<file path="src/rtl/wiper_pair_ctrl.sv">
module wiper_pair_ctrl #(
  parameter int DW = 8
) (
  input  logic          clk,
  input  logic          rst_n,
  input  logic          cs_n,
  input  logic          sclk,
  input  logic          sdi,
  output logic          sdo,
  input  logic          preset_n,
  input  logic          sleep_n,
  output logic [DW-1:0] tap0,
  output logic [DW-1:0] tap1,
  output logic          sleep0_n,
  output logic          sleep1_n
);
  localparam int FW = DW + 1;
  localparam logic [DW-1:0] MID = {1'b1, {(DW-1){1'b0}}};

  logic          sclk_q;
  logic          cs_q;
  logic [FW-1:0] frame_q;

  wire shift_en = !cs_n && sclk && !sclk_q;
  wire commit   = cs_n && !cs_q;
  wire hold_clr_n = rst_n & preset_n;

  always_ff @(posedge clk or negedge rst_n) begin
    if (!rst_n) begin
      sclk_q  <= 1'b0;
      cs_q    <= 1'b1;
      frame_q <= '0;
    end else begin
      sclk_q <= sclk;
      cs_q   <= cs_n;
      if (shift_en) frame_q <= {frame_q[FW-2:0], sdi};
    end
  end

  always_ff @(posedge clk or negedge hold_clr_n) begin
    if (!hold_clr_n) begin
      tap0 <= MID;
      tap1 <= MID;
    end else if (commit) begin
      if (frame_q[FW-1]) tap1 <= frame_q[DW-1:0];
      else               tap0 <= frame_q[DW-1:0];
    end
  end

  assign sdo      = frame_q[FW-1];
  assign sleep0_n = sleep_n;
  assign sleep1_n = sleep_n;
endmodule

</file>
<file path="config.mk">
export PLATFORM = sky130hd
export DESIGN_NAME = wiper_pair_ctrl
export DESIGN_NICKNAME = d
export VERILOG_FILES = /design/src/rtl/wiper_pair_ctrl.sv
export SDC_FILE = /design/constraint.sdc
export NUM_CORES = 1
export LEC_CHECK = 0
export CAP_MARGIN = 5
export CORE_MARGIN = 1.5
export CORE_UTILIZATION = 46
export CTS_CLUSTER_SIZE = 20
export DETAILED_ROUTE_END_ITERATION = 10
export GPL_TIMING_DRIVEN = 0
export PLACE_DENSITY = 0.72
export SYNTH_ARGS = -nofsm -noshare
export SYNTH_HDL_FRONTEND = slang
export SYNTH_SLANG_ARGS = --single-unit
export TNS_END_PERCENT = 1
</file>
<file path="constraint.sdc">
create_clock -name clk -period 1.5 [get_ports clk]
set_input_delay 0.3 -clock clk [delete_from_list [all_inputs] [get_ports clk]]
set_output_delay 0.3 -clock clk [all_outputs]
set_load 0.02 [all_outputs]
</file>
Yosys cells after proc, flatten, opt, wreduce, memory -nomap -nowiden --
Cells that the tools add are included.
Storage, ports and cells: flip-flop bits (word level) 27, input bits 7, output and inout port bits 19, logic and storage cells 15
Cells by class: bitwise operators 2, reduce and logical (&&, ||, !) cells 8
Operators by type and width (count):
- $reduce_and 2->1 | 2
- $logic_and 1x1->1 | 3
- $logic_not 1->1 | 3
- $and 1x1->1 | 1
- $not 1->1 | 1

Depth between registers and ports, before layout --
depth in word-level cells 3, gate-level depth with buffers 3, gate-level depth less buffers 2

Least setup slack after synthesis --
OpenSTA, ideal clock, no wires.
kind flip-flop to flip-flop, from register frame_q[8], to register tap0[0], setup time 125 ps, arrival time 1207 ps, required time 1375 ps, path slack 168 ps, cell stages (with the launch flop) 3, buffers on the path 0, period minus slack after synthesis 1332 ps, cells stage by stage dfrtp_1 > nor3b_4 > mux2_2
Between the ends: cells in the longest elaborated chain, start to end 2
Ends and longest elaborated chain:
- from (decl) | line 22 | logic [FW-1:0] frame_q;
- from (signal assigned) | line 36 | if (shift_en) frame_q <= {frame_q[FW-2:0], sdi};
- $not 1->1 (no source line)
- $reduce_and 2->1 (no source line)
- to (signal assigned) | line 46 | else tap0 <= frame_q[DW-1:0];
- to (decl) | line 12 | output logic [DW-1:0] tap0,
No other way between the ends. A chain may end at the register's enable or synchronous reset.

Worst setup path after layout --
from register tap1[7], to output tap1[7]
RTL lines:
- from (decl) | line 13 | output logic [DW-1:0] tap1,
- from (signal assigned) | line 45 | if (frame_q[FW-1]) tap1 <= frame_q[DW-1:0];
No word-level cell between the ends.

==> results.md <==
* Final core occ at 64.5%
* Synth top cells by count: 25 x mux2_2, 24 x dfrtp_1, 3 x dfstp_2
* Clock buffer depth at 2
* Max Fclk at 0.689 GHz
* Reg2reg start: frame_q[8]
* Grt total ovfl at 0
* Worst slew margin at 67.1%
* Async set-reset flop share out of synthesis at 100%
* Mapped Cells at 59
* Synthesized net count at 66
* Leading area contributor after synthesis: dfrtp_1
* WP data arrival at 1.15 ns
* Die ar. at 0.00252 sq mm
* Leak at between 0.6 and 0.7 nW
* Detail Route Antenna Nets at 0
* Core ar. at 0.00202 sq mm
* Pwr per Cell Area at approximately 1700 mW/mm^2
* Die width at 50.2 um
* Final wirelength at about 1600 um
* Hold wc startpoint: cs_n
* Ports at 26
* Max-cap violations at 0
* Met3 global-route usage at 3.57%
* DP Area at roughly 0.0013 sq mm
* GR Layer Usage met1 at between 10 and 15%
* Htree depth at 1
* RSZ-0062 raised after global routing: no
* Sum Neg Setup Slack at 0 ns
* Ranking of synthesized cells by area: dfrtp_1 59%, mux2_2 27%, dfstp_2 7.7%, nor3b_4 1.8%, buf_4 1.5%
* Worst Setup EP: tap1[7]
* Minimum clock period at approximately 1.5 ns
* GRT Util Overall at 14.0%
* Post-synth top flop: dfrtp_1
* Drt drc at 0
* Count leader, synth: mux2_2
* Clock Sinks at 27
* Initial antenna violation count at 0
* # diodes at 0
* Synthesis-stage register bit count at 27
* Standard-cell rows at 16
* IO Port Bufs at 24
* Post-CTS Setup Inserts at 0
* Num CTS Buffers at 3
* Initial core utilization at 50.7%
* Worst Hold Class: input port to register
* DRT iter0 DRCs at 2
* Tightest Pin Transition at 0.492 ns
* Setup crit end kind: primary output
* Final setup violation count at 0
* Routed length per placed instance at 14.0 um
* Max-slew violations at 0
* Clk_lat worst skew at 0.32 ns
* Crit path depth at 1
* Reg2Reg Depth at 2
* Status: finished, final reports clean
* Via/cell ratio at 4.89
* Ys Warns at 0
* Period utilisation layout at 96.8%
* Crit path largest cell delay at ~0.55 ns
* Met2 Usage GRT at 26.1%
* Vias in the first global route at 572
* First-pass iteration count of the detailed router at 2
* CP startpoint: tap1[7]
* Critical path cell sequence: clkdlybuf4s15_1
* CP required at 1.20 ns
* Final instance area at around 0.0013 sq mm
* Yosys cell types at 9
* Reg2Reg Setup Slack at ~0.10 ns
* Synth Cell Area at between 0.001 and 0.0015 sq mm
* GP Congestion at 0.659
* Clock transition at path regs at 0.14 ns
* Buf+Inv Stages, Crit Path at 1
* Syn avg cell area at roughly 17 sq um
* Largest net degree at the start of global routing at 17
* Global-route wire length before repair at 2590 um
* WS Path Type: register to primary output
* Vias at about 560
* Final Hold Vio Count at 0
* RR Endpoint: tap0[6]
* EDFF count, synth at 0
* CP Launch Type: register
* Nets at 95
* Area Overhead vs Synth at 27.4%
* Post-Place Worst Slack at -0.353 ns
* Crit path max-delay family: flip-flops
* Fraction of synthesized cell area taken by the top area cell type at 58.6%
* WHS at 0.256 ns
* Die H at roughly 50 um
* Slowest-stage cell, CP: dfstp_2
* Fraction of layout instances using a drive strength above 1 at between 40% and 50%
* Seq/Total Area, Yosys at 66.3%
* Number of fill cells at 168
* Clock Skew at 0.0113 ns
* Top Usage Layer GRT: met2
* TritonCTS clock tree: built
* VDD IR max at 1.08 mV
* Worst-path fanout max at 2
* Root buf cell: clkbuf_4
* Setup WS post-layout at about 0.048 ns
[kinds of logic (layout without fill, tap and decap cells)]
family,Yosys count,after routing,share of synthesized area [%]
DFF,27,27,66.3
muxes,25,25,27.5
buffers and inverters,3,31,1.95
and+or+nand+nor,4,4,4.27
[stage by stage]
stage                     power, W  instances
after floorplan            0.00162         59
final                      0.00219        114
after global routing       0.00231        114
after detailed placement   0.00202        110
after CTS                  0.00222        114
after global placement     0.00200        110
[layout by cell type (no fill, tap or decap), drive strengths merged]
| cell | netlist | final |
|---|---|---|
| clkbuf | 0 | 4 |
| and2 | 1 | 1 |
| mux2 | 25 | 25 |
| clkinvlp | 0 | 1 |
| clkdlybuf4s50 | 0 | 6 |
| nand3b | 1 | 1 |
| dlygate4sd2 | 0 | 16 |
| nor3b | 2 | 2 |
| dfrtp | 24 | 24 |
| dfstp | 3 | 3 |
| buf | 3 | 3 |
| clkdlybuf4s15 | 0 | 1 |
[metal layers]
metal / vias up / wire length [um]
met2: 17 / 821
met4: 0 / 11
met3: 2 / 76
met5: - / 0
met1: 278 / 684
li1: 260 / -
[worst min-delay path by stage]
stage,to,slack [ns],depth (start not counted)
6_report,cs_q,0.26,1
5_1_grt,cs_q,0.25,1
4_1_cts,cs_q,0.25,1
3_5_place_dp,tap1[0],0.49,1
3_3_place_gp,tap1[6],0.49,1
2_1_floorplan,frame_q[0],0.004,0
[where the power goes]
part	internal [W]	switching [W]	total, W
clock	0.000102	0.000213	0.000315
sequential	0.000986	0.000165	0.00115
combinational	0.000373	0.000355	0.000728
total	0.00146	0.000733	0.00219
[registers in the layout, summed over array words and instances (netlist names)]
signal and cells:
sclk_q 1, tap1 8, tap0 8, frame_q 9, cs_q 1
[what timing repair did]
item,4_1_cts,5_1_grt
hold buffers,0,0
gates cloned,0,0
gates resized for setup,19,3
setup endpoints to repair,20,18
[cell type report]
cell class	instances	area, sq um	area share [%]
flip-flops and latches	27	679	52.1
multi-input cells	29	327	25.0
repair buffers	24	215	16.5
well taps	27	33.8	2.59
clock buffers	3	22.5	1.73
plain buffers	3	20.0	1.53
clock inverters	1	7.51	0.575
(Power assumes the default switching activity.)
